**config.mk**
```make
export PLATFORM = sky130hd
export DESIGN_NAME = asram_port
export DESIGN_NICKNAME = d
export VERILOG_FILES = /design/src/rtl/asram_pkg.sv /design/src/rtl/asram_seq.sv /design/src/rtl/asram_dpath.sv /design/src/rtl/asram_port.sv
export SDC_FILE = /design/constraint.sdc
export NUM_CORES = 1
export LEC_CHECK = 0
export BUFFER_PORTS_ARGS = -buffer_cell sky130_fd_sc_hd__buf_2
export CAP_MARGIN = 10
export CORE_MARGIN = 1.5
export CORE_UTILIZATION = 46
export CTS_CLUSTER_SIZE = 10
export DETAILED_ROUTE_END_ITERATION = 6
export PLACE_DENSITY = 0.85
export SYNTH_ARGS = -nofsm -noshare
export SYNTH_HDL_FRONTEND = slang
export SYNTH_SLANG_ARGS = --single-unit
export TNS_END_PERCENT = 50
```
**constraint.sdc**
```tcl
create_clock -name clk -period 1.88 [get_ports clk]
set_input_delay 0.376 -clock clk [delete_from_list [all_inputs] [get_ports clk]]
set_output_delay 0.376 -clock clk [all_outputs]
set_load 0.02 [all_outputs]
```
**src/rtl/asram_pkg.sv**
```systemverilog
// Shared types for the asynchronous SRAM port controller.
// Assumes: pin levels are active-low strobes plus a driver enable.
package asram_pkg;

    // Sequencer states, one per bus phase
    typedef enum logic [2:0] {
        ST_IDLE,
        ST_RD_WAIT,
        ST_RD_CAPT,
        ST_WR_SETUP,
        ST_WR_STROBE,
        ST_WR_RECOVER,
        ST_TURN
    } asram_state_e;

    // Pin levels produced for one phase
    typedef struct packed {
        logic cs_n;
        logic we_n;
        logic oe_n;
        logic drv;
    } asram_pins_t;

    // Pin levels that belong to each phase
    function automatic asram_pins_t pins_for(asram_state_e st);
        asram_pins_t p;
        p = '{cs_n: 1'b1, we_n: 1'b1, oe_n: 1'b1, drv: 1'b0};
        case (st)
            ST_RD_WAIT:    begin p.cs_n = 1'b0; p.oe_n = 1'b0; end
            ST_WR_SETUP:   begin p.cs_n = 1'b0; end
            ST_WR_STROBE:  begin p.cs_n = 1'b0; p.we_n = 1'b0; p.drv = 1'b1; end
            ST_WR_RECOVER: begin p.drv  = 1'b1; end
            default:       ;
        endcase
        return p;
    endfunction

endpackage

```
**src/rtl/asram_seq.sv**
```systemverilog
// Phase sequencer: walks the load, store and turnaround phases and
// drives registered strobe pins from the next state, so pins never glitch.
// Assumes: RD_CLKS, WR_CLKS, TA_CLKS are all at least 1.
module asram_seq
    import asram_pkg::*;
#(
    parameter int RD_CLKS = 2,
    parameter int WR_CLKS = 1,
    parameter int TA_CLKS = 1
) (
    input  logic clk,
    input  logic rst_n,
    input  logic req_valid,
    input  logic req_write,
    output logic req_ready,
    output logic accept,
    output logic capture,
    output logic done,
    output logic cs_n,
    output logic we_n,
    output logic oe_n,
    output logic drv_en
);

    localparam int MAX_CLKS = (RD_CLKS > WR_CLKS) ?
                              ((RD_CLKS > TA_CLKS) ? RD_CLKS : TA_CLKS) :
                              ((WR_CLKS > TA_CLKS) ? WR_CLKS : TA_CLKS);
    localparam int CNT_W = (MAX_CLKS < 2) ? 1 : $clog2(MAX_CLKS);

    asram_state_e state_q, state_d;
    logic [CNT_W-1:0] cnt_q, cnt_d;
    logic last_rd_q;
    asram_pins_t pins_q, pins_d;
    logic done_q;
    logic cnt_zero;

    assign cnt_zero  = (cnt_q == '0);
    assign req_ready = (state_q == ST_IDLE);
    assign accept    = req_valid && req_ready;
    assign capture   = (state_q == ST_RD_WAIT) && cnt_zero;

    // Next-state choice for each phase
    always_comb begin
        state_d = state_q;
        case (state_q)
            ST_IDLE: begin
                if (req_valid) begin
                    if (!req_write)     state_d = ST_RD_WAIT;
                    else if (last_rd_q) state_d = ST_TURN;
                    else                state_d = ST_WR_SETUP;
                end
            end
            ST_RD_WAIT:    if (cnt_zero) state_d = ST_RD_CAPT;
            ST_RD_CAPT:    state_d = ST_IDLE;
            ST_TURN:       if (cnt_zero) state_d = ST_WR_SETUP;
            ST_WR_SETUP:   state_d = ST_WR_STROBE;
            ST_WR_STROBE:  if (cnt_zero) state_d = ST_WR_RECOVER;
            ST_WR_RECOVER: state_d = ST_IDLE;
            default:       state_d = ST_IDLE;
        endcase
    end

    // Phase length counter: loaded on entry, counts down to zero
    always_comb begin
        cnt_d = cnt_zero ? cnt_q : cnt_q - 1'b1;
        if (state_d != state_q) begin
            case (state_d)
                ST_RD_WAIT:   cnt_d = CNT_W'(RD_CLKS - 1);
                ST_WR_STROBE: cnt_d = CNT_W'(WR_CLKS - 1);
                ST_TURN:      cnt_d = CNT_W'(TA_CLKS - 1);
                default:      cnt_d = '0;
            endcase
        end
    end

    assign pins_d = pins_for(state_d);

    // State, counter, last-direction and registered pin update
    always_ff @(posedge clk) begin
        if (!rst_n) begin
            state_q   <= ST_IDLE;
            cnt_q     <= '0;
            last_rd_q <= 1'b0;
            pins_q    <= '{cs_n: 1'b1, we_n: 1'b1, oe_n: 1'b1, drv: 1'b0};
            done_q    <= 1'b0;
        end else begin
            state_q <= state_d;
            cnt_q   <= cnt_d;
            if (accept) last_rd_q <= !req_write;
            pins_q  <= pins_d;
            done_q  <= (state_d == ST_RD_CAPT) || (state_d == ST_WR_RECOVER);
        end
    end

    assign cs_n   = pins_q.cs_n;
    assign we_n   = pins_q.we_n;
    assign oe_n   = pins_q.oe_n;
    assign drv_en = pins_q.drv;
    assign done   = done_q;

    // reset forces all strobes inactive and the driver off
    a_r1_reset_quiet: assert property (@(posedge clk)
        !rst_n |=> (cs_n && we_n && oe_n && !drv_en && !done));

    // output enable high and select low whenever the strobe is low
    a_r4_strobe_pins: assert property (@(posedge clk) disable iff (!rst_n)
        !we_n |-> (oe_n && !cs_n && drv_en));

    // while ready, the bus is quiet
    a_r2_ready_quiet: assert property (@(posedge clk) disable iff (!rst_n)
        req_ready |-> (we_n && oe_n && !drv_en));

    // completion lasts a single clock
    a_r9_done_single: assert property (@(posedge clk) disable iff (!rst_n)
        done |=> !done);

    // the read phase ends with a capture and a completion
    a_r3_capture_done: assert property (@(posedge clk) disable iff (!rst_n)
        capture |=> (done && cs_n && oe_n));

endmodule

```
**src/rtl/asram_dpath.sv**
```systemverilog
// Data path: holds the location and store byte from acceptance until
// the next acceptance, and captures the load byte on the capture strobe.
// Assumes: accept only occurs while the sequencer is idle.
module asram_dpath #(
    parameter int AW = 19,
    parameter int DW = 8
) (
    input  logic          clk,
    input  logic          rst_n,
    input  logic          accept,
    input  logic [AW-1:0] req_addr,
    input  logic [DW-1:0] req_wdata,
    input  logic          capture,
    input  logic [DW-1:0] mem_dq_i,
    output logic [AW-1:0] mem_addr,
    output logic [DW-1:0] mem_dq_o,
    output logic [DW-1:0] rd_data
);

    // Request registers, loaded only on acceptance
    always_ff @(posedge clk) begin
        if (!rst_n) begin
            mem_addr <= '0;
            mem_dq_o <= '0;
        end else if (accept) begin
            mem_addr <= req_addr;
            mem_dq_o <= req_wdata;
        end
    end

    // Load byte capture at the end of the access count
    always_ff @(posedge clk) begin
        if (!rst_n)       rd_data <= '0;
        else if (capture) rd_data <= mem_dq_i;
    end

endmodule

```
**src/rtl/asram_port.sv**
```systemverilog
// Top of the asynchronous SRAM port controller: a sequencer for the
// strobes and a data path for address and data, wired to the memory pins.
// Assumes: one request at a time; phase lengths in clocks fit the memory grade.
module asram_port #(
    parameter int AW      = 19,
    parameter int DW      = 8,
    parameter int RD_CLKS = 2,
    parameter int WR_CLKS = 1,
    parameter int TA_CLKS = 1
) (
    input  logic          clk,
    input  logic          rst_n,
    input  logic          req_valid,
    output logic          req_ready,
    input  logic          req_write,
    input  logic [AW-1:0] req_addr,
    input  logic [DW-1:0] req_wdata,
    output logic          rsp_done,
    output logic [DW-1:0] rsp_rdata,
    output logic [AW-1:0] mem_addr,
    output logic          mem_cs_n,
    output logic          mem_we_n,
    output logic          mem_oe_n,
    output logic [DW-1:0] mem_dq_o,
    output logic          mem_dq_oe,
    input  logic [DW-1:0] mem_dq_i
);

    logic accept;
    logic capture;

    asram_seq #(
        .RD_CLKS(RD_CLKS),
        .WR_CLKS(WR_CLKS),
        .TA_CLKS(TA_CLKS)
    ) seq_i (
        .clk      (clk),
        .rst_n    (rst_n),
        .req_valid(req_valid),
        .req_write(req_write),
        .req_ready(req_ready),
        .accept   (accept),
        .capture  (capture),
        .done     (rsp_done),
        .cs_n     (mem_cs_n),
        .we_n     (mem_we_n),
        .oe_n     (mem_oe_n),
        .drv_en   (mem_dq_oe)
    );

    asram_dpath #(
        .AW(AW),
        .DW(DW)
    ) dpath_i (
        .clk      (clk),
        .rst_n    (rst_n),
        .accept   (accept),
        .req_addr (req_addr),
        .req_wdata(req_wdata),
        .capture  (capture),
        .mem_dq_i (mem_dq_i),
        .mem_addr (mem_addr),
        .mem_dq_o (mem_dq_o),
        .rd_data  (rsp_rdata)
    );

    // address holds while select stays low
    a_r6_addr_hold: assert property (@(posedge clk) disable iff (!rst_n)
        (!mem_cs_n && !mem_we_n) |=> $stable(mem_addr));

    // driver still on in the clock the strobe rises
    a_r5_drv_on_at_rise: assert property (@(posedge clk) disable iff (!rst_n)
        $rose(mem_we_n) |-> mem_dq_oe);

    // driver released one clock after the strobe rises
    a_r5_drv_off_after: assert property (@(posedge clk) disable iff (!rst_n)
        $rose(mem_we_n) |=> !mem_dq_oe);

    // the memory never drives while the controller drives
    a_r4_no_contention: assert property (@(posedge clk) disable iff (!rst_n)
        mem_dq_oe |-> mem_oe_n);

endmodule

```
---- Yosys cells after proc, flatten, opt, wreduce, memory -nomap -nowiden ----
Cells that the tools add are included.
storage, ports and cells
  output and inout bits ................... 41
  input bits .............................. 39
  word-level logic and storage cells ...... 44
  register bits ........................... 45
cells by class
  reductions and logical operators ........ 7
  add/subtract/negate cells ............... 1
  muxes and demuxes ....................... 14
  bitwise logic cells ..................... 1
  equality and inequality tests ........... 10
operators by type and width
  cell                   count
  $mux W3                6
  $pmux W3 S5            1
  $eq A3 B3 Y1 const B   4
  $eq A3 B2 Y1 const B   3
  $mux W1                7
  $eq A3 B1 Y1 const B   2
  $logic_not A3 Y1       1
  $ne A3 B3 Y1           1
  $reduce_or A3 Y1       1
  $logic_and A1 B1 Y1    2
  $reduce_or A2 Y1       1
  $logic_not A1 Y1       1
  $logic_or A1 B1 Y1     1
  $not A1 Y1             1
  $sub A1 B1 Y1 const B  1

---- Depth between registers and ports, before layout ----
Gate-level depths: netlist (run 1).
  word-level depth ........................ 7
  mapped depth ............................ 6
  gate-level depth less buffers ........... 3

---- By module ----
Synthesis (run 1) repeated with hierarchy kept, for this count alone.
unflattened totals
  cells, all modules ...................... 159
  area total of the unflattened synthesis .. 1840.5 um^2
modules (own cells, without submodules)
  module       sequential area each (um^2)  area an instance (um^2)  times used  cells each
  asram_dpath  700.7                        1340.0                   1           112
  asram_seq    200.2                        500.5                    1           47

---- Least setup slack after synthesis (run 1) ----
No wires, ideal clock.
  kind .................................... register -> output
  from .................................... register seq_i.state_q[2]
  to ...................................... output req_ready
  stages on the path, launching flop included .. 4
  arrival time ............................ 1.064 ns
  required time ........................... 1.504 ns
  path buffers ............................ 2
  path slack .............................. 0.440 ns
  cell sequence ........................... dfxtp_1 -> buf_2 -> buf_2 -> nor3_1
on the way
  word-level cells in the longest chain between the ends .. 1
RTL lines
  item                    RTL line          RTL
  from (decl)             asram_seq.sv:30   asram_state_e state_q, state_d;
  from (signal assigned)  asram_seq.sv:87   state_q <= state_d;
  $logic_not A3 Y1        asram_seq.sv:38   assign req_ready = (state_q == ST_IDLE);
  to (decl)               asram_port.sv:14  output logic req_ready,
Every way passes these cells.

---- Final worst setup path (run 1) ----
Same ends and word-level chain as after synthesis.

==> results.yml, run 1 <==
floorplanning:
  coreArea_um2: 3720
  rows: 22
  start_util_pct: 48.8
  die_h_um: 65.8
  die_w_um: 65.8
  ios: 80
  dieArea_um2: 4330
cts:
  worstSkewPairLatency_ns: 0.30
  clock_sinks: 45
  cts_tree: "yes"
  cts_buffer_depth: 2
  cts_resized: 0
  cts-root-buf: "clkbuf_8"
  clk_pin_slew_ns: 0.08
  cts_buffers: 5
  postCtsSetupBuffers: 0
  cts_hold_buf: 0
  htreeDepth: 2
finish:
  fillers: 337
  design_area_um2: 2330
  fin_nets: 322
  area_growth_pct: 28.4
  fin_cells: 332
  drive_gt1_share_pct: 33.8
  diodes: 0
detailed_routing:
  wire_per_inst_um: 12.6
  drt-initial-drc-count: 92
  dr.pass1.iters: 4
  finalWirelength_um: 4170
  vias_per_cell: 4.94
  drt.antenna.violating_nets: 0
  drc: 0
  num_vias: 1641
worst_setup_path:
  arrival_ns: 1.44
  path_buf_inv: 2
  worstPathRequired_ns: 1.50
  worstSetupPathType: "reg2out"
  r2r-start: "seq_i.state_q[2]"
  start_kind: "flop"
  max_stage_delay_ns: 0.68
  cpLargestDelayFamily: "flip-flops"
  crit_start: "seq_i.state_q[2]"
  path_cells: "buf_4 > nor3_1 > buf_2"
  crit_fanout: 15
  crit_path_end_kind: "output port"
  critPathSlowestCell: "dfxtp_1"
logic_synthesis:
  synth_top_family_by_area: "simple AND/OR/NAND/NOR gates"
  synth_nets: 245
  synthMuxAreaShare_pct: 0
  synthXorXnorAreaFrac_pct: 0.483
  yosysSeqAreaShare_pct: 49.7
  yosys_warnings: 0
  yosys.area_share.adder_pct: 0
  ys_types: 36
  syn_area_per_cell_um2: 8.81
  ys_ff_latch: 45
  synthCells: 206
  syn_area_um2: 1810
  synth-simple-area-share_pct: 24.0
  synth_compound_area_share_pct: 20.3
hold_path:
  hp-class: "in2reg"
  hp-start: "req_wdata[4]"
place:
  placed_cell_area_um2: 2240
  placed_cells: 324
  gp_congestion: 0.752
  hpwl_um: 2930
  port_buffers: 79
grt:
  grt_max_degree: 31
  grt_pass1_vias: 1489
  grt_pass1_wl_um: 6600
  grtUsageTotal_pct: 20.0
  grt-ovfl-total: 0
  grt_antenna_before_repair: 0
sta:
  worst_slew_pin_slew_ns: 0.561
  setup_viol: 0
  period_minus_slack_ns: 1.81
  final.period_utilization_pct: 96.4
  skew_ns: 0.00494
  hold_viol_final: 0
  max_freq_mhz: 552
  hold_ws_ns: 0.306
  setup_tns_ns: 0
  maxSlewHeadroom_pct: 62.4
  rsz0062_at_grt: "false"
  maxSlewViolCount: 0
power:
  p_total_mw: 2.72
  p_leak_nw: 1.06
  intPower_mw: 1.73
  p_sw_share_pct: 36.6
  p_comb_share_pct: 33.2
  power_frac_clock_pct: 21.3
  p_per_area_nw_per_um2: 1170
  p_switching_mw: 0.998
  pwr-share-seq_pct: 45.5
  vdd_drop_max_v: 0.000607
run:
  maxCapViolCount: 0
outcome:
  status: "complete, no violations"
==> kinds of logic (layout without fill, tap and decap cells) <==
group,Yosys count,after routing
flops,45,45
xor+xnor,1,1
compound gates,48,48
buf+inv,19,97
simple gates,93,93
==> metal layers <==
layer  part of all wire [%]  global-route usage (%)  up-vias
met5                      0                       0        -
met4                    1.5                    6.51        0
met3                    8.1                    6.98        7
met2                     47                    33.5       66
met1                     44                    23.8      729
li1                       -                       -      839
==> stage by stage <==
step           util (%)  worst slack [ns]
3_5_place_dp       60.3             0.246
6_report           62.7            0.0668
3_3_place_gp       60.3             0.342
5_1_grt            62.7            0.0204
2_1_floorplan         -             0.440
4_1_cts            62.7            0.0774
==> worst min-delay path: stages <==
cell and delay, ns:
buf_2 0.10, nand2_1 0.04, a21boi_1 0.05
==> worst paths after layout <==
| kind | slack (ns) | depth (start not counted) | end |
|---|---|---|---|
| max | 0.07 | 3 | req_ready |
| min | 0.31 | 3 | dpath_i.mem_dq_o[4] |
| max reg2reg | 0.22 | 4 | seq_i.we_n |
| min reg2reg | 0.45 | 2 | dpath_i.mem_addr[12] |
==> cells in the mapped netlist <==
master     number  area share [%]
nor2b_1         3             1.0
nor4b_4         1             1.3
or3_1           1            0.35
a21boi_1       27              11
a41oi_1         1            0.48
nor3b_1         2            0.83
o211a_1         1            0.55
o21a_1          1            0.41
or4b_1          2             1.1
a221oi_1        1            0.48
inv_1           3            0.62
a21oi_1         2            0.55
o22ai_1         1            0.35
nor3_1          1            0.28
buf_6           2             1.2
o311a_1         1            0.55
a21o_1          1            0.41
a221oi_2        1            0.83
nor4b_1         1            0.48
nor2_1          1            0.21
o21ai_0         1            0.28
buf_4           1            0.41
and2_1          1            0.35
xnor2_1         1            0.48
buf_2           8             2.2
nand3b_1        1            0.41
nor4b_2         1            0.83
dfxtp_1        45              50
nand2b_1        1            0.35
nand4bb_1       1            0.62
a311oi_1        1            0.48
nand2_1        75              16
a21boi_0        8             3.3
a32oi_1         1            0.48
clkbuf_1        5             1.0
nor4_1          1            0.35
==> placed cells by master (no fill, tap or decap), types with 2 or more instances in the layout <==
cell and instances:
nand2_1 75, buf_2 79, a21boi_1 27, clkinvlp_4 2, nor4b_4 2, nor2b_1 3
or4b_1 2, a21oi_1 2, a21boi_0 8, clkbuf_8 5, buf_4 7, inv_1 3
dfxtp_1 45, nor3b_1 2
==> final cells by class <==
type	instances	area, µm²	share of cell area [%]
repair buffers	86	448	19.2
well taps	48	60.1	2.58
flip-flops and latches	45	901	38.7
inverters	3	11.3	0.483
clock buffers	6	72.6	3.11
multi-input cells	142	822	35.3
clock inverters	2	15.0	0.644
==> sequential cells by signal, summed over array words and instances, names as in the netlist <==
register          flops
dpath_i.mem_addr     19
dpath_i.mem_dq_o      8
dpath_i.rd_data       8
seq_i.state_q         3
seq_i.cnt_q           1
seq_i.cs_n            1
seq_i.done            1
seq_i.drv_en          1
seq_i.last_rd_q       1
seq_i.oe_n            1
seq_i.we_n            1
==> power by group through the flow <==
stage	clock (mW)	sequential, mW	combinational, mW
after global placement	0	1.25	0.893
after detailed placement	0	1.26	0.909
after floorplan	0	1.36	0.521
after global routing	0.650	1.26	0.994
after CTS	0.597	1.24	0.914
final	0.580	1.24	0.905
Note: power is estimated with default switching activity, not from simulation.
==> run 2: changes to the inputs <==
--- a/config.mk
+++ b/config.mk
@@ -12,6 +12,7 @@
 export CTS_CLUSTER_SIZE = 10
 export DETAILED_ROUTE_END_ITERATION = 6
 export PLACE_DENSITY = 0.85
+export REMOVE_ABC_BUFFERS = 1
 export SYNTH_ARGS = -nofsm -noshare
 export SYNTH_HDL_FRONTEND = slang
 export SYNTH_SLANG_ARGS = --single-unit
==> constraint.sdc (replaced) <==
create_clock -name clk -period 1.8 [get_ports clk]
set_input_delay 0.36 -clock clk [delete_from_list [all_inputs] [get_ports clk]]
set_output_delay 0.36 -clock clk [all_outputs]
set_load 0.02 [all_outputs]
==> run 2 against run 1 <==
Effect of this change: largest cell class unchanged; sequential share of layout area rose by 0.18 points; sequential power is 4% higher; worst setup slack better by 0.045 ns; utilization fell by 0.20 points; register-to-register slack got worse by 0.02 ns; total power grew 4.1%; clock skew grew 0.00073 ns; first-iteration DRC count shrank 3.3%; sequential cell count is the same.
==> results.yml, run 2 (synthesis results as in run 1) <==
sta:
  period_minus_slack_ns: 1.69
  worst_slew_pin_slew_ns: 0.491
  setup_viol: 0
  final.period_utilization_pct: 93.8
  layout_setup_ws_ns: 0.112
  hold_ws_ns: 0.299
  skew_ns: 0.00567
  rsz0062_at_grt: "false"
  hold_viol_final: 0
  maxSlewViolCount: 0
  maxSlewHeadroom_pct: 67.1
  max_freq_mhz: 592
floorplanning:
  die_h_um: 65.8
  start_util_pct: 48.8
  ios: 80
  die_w_um: 65.8
  rows: 22
  coreArea_um2: 3720
  dieArea_um2: 4330
grt:
  grt_antenna_before_repair: 0
  grt_pass1_wl_um: 6230
  grt_max_degree: 32
  grt-ovfl-total: 0
  grtUsageTotal_pct: 18.9
  grt_pass1_vias: 1370
cts:
  cts_buffers: 5
  htreeDepth: 2
  postCtsSetupBuffers: 0
  cts_hold_buf: 0
  clock_sinks: 45
  cts_resized: 0
  cts_tree: "yes"
  worstSkewPairLatency_ns: 0.29
  cts-root-buf: "clkbuf_8"
  clk_pin_slew_ns: 0.07
  cts_buffer_depth: 2
detailed_routing:
  wire_per_inst_um: 12.0
  dr.pass1.iters: 4
  drt.antenna.violating_nets: 0
  vias_per_cell: 4.93
  finalWirelength_um: 3950
  num_vias: 1627
  drt-initial-drc-count: 89
  drc: 0
place:
  hpwl_um: 2800
  placed_cells: 323
  pre_cts_ws_ns: 0.208
  gp_congestion: 0.721
  port_buffers: 79
finish:
  drive_gt1_share_pct: 33.7
  layout_commonest_cell: "buf_2"
  largest_reg_flops: 19
  layout_common_cells: "buf_2 (79), nand2_1 (75), dfxtp_1 (44)"
  fillers: 341
  area_growth_pct: 28.0
  fin_cells: 330
  top_register: "dpath_i.mem_addr"
  multiInputGateArea_um2: 822
  fin_nets: 321
  final_util_pct: 62.5
  diodes: 0
  largestRegisters: "dpath_i.mem_addr: 19 flops, dpath_i.mem_dq_o: 8 flops, dpath_i.rd_data: 8 flops"
  regArea_um2: 902
run:
  maxCapViolCount: 0
worst_setup_path:
  arrival_ns: 1.33
  crit_fanout: 12
  start_kind: "flop"
  worstSetupPathType: "reg2out"
  crit_path_end_kind: "output port"
  worstPathRequired_ns: 1.44
power:
  vdd_drop_max_v: 0.000472
  p_total_mw: 2.84
  p_leak_nw: 1.06
  p_per_area_nw_per_um2: 1220
hold_path:
  hp-class: "in2reg"
outcome:
  status: "complete, no violations"
run 2: per-layer routing:
metal  vias up  wire, µm  global-route usage, %
li1        834         -                      -
met1       731      1780                   22.5
met2        57      1810                   30.9
met3         5       307                   6.30
met4         0        61                   7.81
met5         -         0                      0
run 2: metrics by stage:
step	TNS (ns)	area, µm²
2_1_floorplan	-12.93	1730
3_3_place_gp	0	2230
3_5_place_dp	0	2230
4_1_cts	0	2320
5_1_grt	0	2320
6_report	0	2320
run 2: final timing paths:
kind,startpoint,endpoint,slack [ns],cells past startpoint
worst min-delay path,req_wdata[3],dpath_i.mem_dq_o[3],0.30,3
worst min register to register,dpath_i.mem_dq_o[3],dpath_i.mem_dq_o[3],0.45,2
worst max register to register,seq_i.state_q[0],dpath_i.mem_addr[3],0.20,4
worst max-delay path,seq_i.state_q[1],req_ready,0.11,3
run 2: layout make-up:
cell class,count,area share [%]
Clock buffer,7,3.72
Timing Repair Buffer,85,19.0
Multi-Input combinational cell,142,35.4
Inverter,3,0.485
Sequential cell,45,38.8
Tap cell,48,2.59
run 2: critical path, stage by stage (launching register included):
cell and delay [ns]:
dfxtp_1 0.59, buf_4 0.22, nor3_1 0.05, buf_2 0.18
run 2: report_power, final:
| part | total, mW | switching, mW | internal (mW) |
|---|---|---|---|
| registers | 1.29 | 0.135 | 1.16 |
| clock network | 0.609 | 0.305 | 0.304 |
| logic | 0.933 | 0.569 | 0.364 |
==> run 3: changes to the inputs <==
--- a/config.mk
+++ b/config.mk
@@ -8,10 +8,11 @@
 export BUFFER_PORTS_ARGS = -buffer_cell sky130_fd_sc_hd__buf_2
 export CAP_MARGIN = 10
 export CORE_MARGIN = 1.5
-export CORE_UTILIZATION = 46
+export CORE_UTILIZATION = 48
+export CTS_BUF_LIST = sky130_fd_sc_hd__clkbuf_4
 export CTS_CLUSTER_SIZE = 10
 export DETAILED_ROUTE_END_ITERATION = 6
-export PLACE_DENSITY = 0.85
+export PLACE_DENSITY = 0.88
 export REMOVE_ABC_BUFFERS = 1
 export SYNTH_ARGS = -nofsm -noshare
 export SYNTH_HDL_FRONTEND = slang
==> run 3 against run 2 <==
Effect of this change: largest cell class unchanged; hold slack got worse by 0.076 ns; sequential power is essentially flat; utilization grew 1.0 points; worst setup slack improved by 0.11 ns; wire length fell by 3.6%; sequential share of layout area rose by 0.29 points.
==> results.yml, run 3 (synthesis results as in run 1) <==
finish:
  top_register: "dpath_i.mem_addr"
  largestRegisters: "dpath_i.mem_addr: 19 flops, dpath_i.mem_dq_o: 8 flops, dpath_i.rd_data: 8 flops"
  fin_cells: 330
  diodes: 0
  largest_reg_flops: 19
  layout_common_cells: "buf_2 (79), nand2_1 (75), dfxtp_1 (43)"
  fin_nets: 320
  layout_commonest_cell: "buf_2"
  drive_gt1_share_pct: 34.0
  area_growth_pct: 27.2
cts:
  clk_pin_slew_ns: 0.13
  cts_tree: "yes"
  postCtsSetupBuffers: 0
  worstSkewPairLatency_ns: 0.35
  cts_buffers: 5
  cts-root-buf: "clkbuf_4"
  clock_sinks: 45
  cts_buffer_depth: 2
  htreeDepth: 2
grt:
  grt_max_degree: 38
  grt-ovfl-total: 0
  grt_pass1_wl_um: 6090
  grt_antenna_before_repair: 1
  grtUsageTotal_pct: 18.8
  grt_pass1_vias: 1356
sta:
  setup_tns_ns: 0
  skew_ns: 0.0145
  hold_ws_ns: 0.224
  final.period_utilization_pct: 87.8
  max_freq_mhz: 633
  maxSlewViolCount: 0
  period_minus_slack_ns: 1.58
  maxSlewHeadroom_pct: 67.4
  hold_viol_final: 0
  rsz0062_at_grt: "false"
  setup_viol: 0
  worst_slew_pin_slew_ns: 0.487
place:
  placed_cells: 322
  port_buffers: 79
  hpwl_um: 2670
  gp_congestion: 0.746
floorplanning:
  coreArea_um2: 3630
  die_w_um: 64.5
  rows: 22
  ios: 80
  dieArea_um2: 4160
  start_util_pct: 49.9
  die_h_um: 64.5
power:
  power_frac_clock_pct: 21.4
  intPower_mw: 1.82
  p_leak_nw: 1.06
  p_sw_share_pct: 35.4
  p_comb_share_pct: 32.2
  pwr-share-seq_pct: 46.3
  vdd_drop_max_v: 0.000487
  p_per_area_nw_per_um2: 1220
  p_switching_mw: 0.997
hold_path:
  hp-class: "in2reg"
detailed_routing:
  drt-initial-drc-count: 115
  vias_per_cell: 4.91
  drc: 0
  num_vias: 1619
  drt.antenna.violating_nets: 0
  finalWirelength_um: 3810
  wire_per_inst_um: 11.5
  dr.pass1.iters: 4
worst_setup_path:
  crit_fanout: 11
  crit_path_end_kind: "output port"
  worstPathRequired_ns: 1.44
  arrival_ns: 1.22
  worstSetupPathType: "reg2out"
  start_kind: "flop"
outcome:
  status: "complete, no violations"
run:
  maxCapViolCount: 0
-- run 3: stage by stage --
step	total power, mW	setup WS, ns	instance area, µm²	util (%)
floorplan	1.89	-0.823	1730	-
global placement	2.21	0.195	2230	61.3
detailed placement	2.24	0.151	2230	61.3
CTS	2.84	0.0648	2310	63.5
global route	3.00	0.100	2310	63.5
finish	2.82	0.219	2310	63.5
-- run 3: repair_timing --
item / in CTS / in global routing
gates resized for setup: 0 / 2
hold buffers: 0 / 0
endpoints found under the setup margin: 0 / 1
-- run 3: power groups by stage --
stage                     clock [mW]  combinational [mW]  sequential (mW)
after floorplan                    0               0.413             1.48
after global placement             0               0.895             1.32
after detailed placement           0               0.914             1.33
after CTS                      0.623               0.918             1.30
after global routing           0.667                1.00             1.33
final                          0.605               0.909             1.31
-- run 3: final cells by class --
type | instances | area (µm²)
inverters | 3 | 11.3
clock buffers | 6 | 45.0
clock inverters | 2 | 33.8
flip-flops and latches | 45 | 903
fillers | 296 | 1330
multi-input cells | 142 | 822
repair buffers | 84 | 433
well taps | 48 | 60.1
-- run 3: critical path, cell delays in order, from the launching register on --
cell and delay, ns:
dfxtp_1 0.60, nor3_1 0.09, buf_2 0.18
-- run 3: worst paths after layout --
| path | depth (start not counted) | slack (ns) | from | to |
|---|---|---|---|---|
| max reg2reg | 4 | 0.24 | seq_i.state_q[1] | seq_i.drv_en |
| min reg2reg | 2 | 0.46 | dpath_i.mem_addr[9] | dpath_i.mem_addr[9] |
| max | 2 | 0.22 | seq_i.state_q[1] | req_ready |
| min | 3 | 0.22 | req_addr[10] | dpath_i.mem_addr[10] |
-- run 3: per-layer routing --
layer  vias up  track usage (%)  routed length (µm)
met4         2             7.18                  61
met1       705             22.6                1730
li1        839                -                   -
met5         -                0                  14
met3         8             6.25                 325
met2        65             31.1                1680
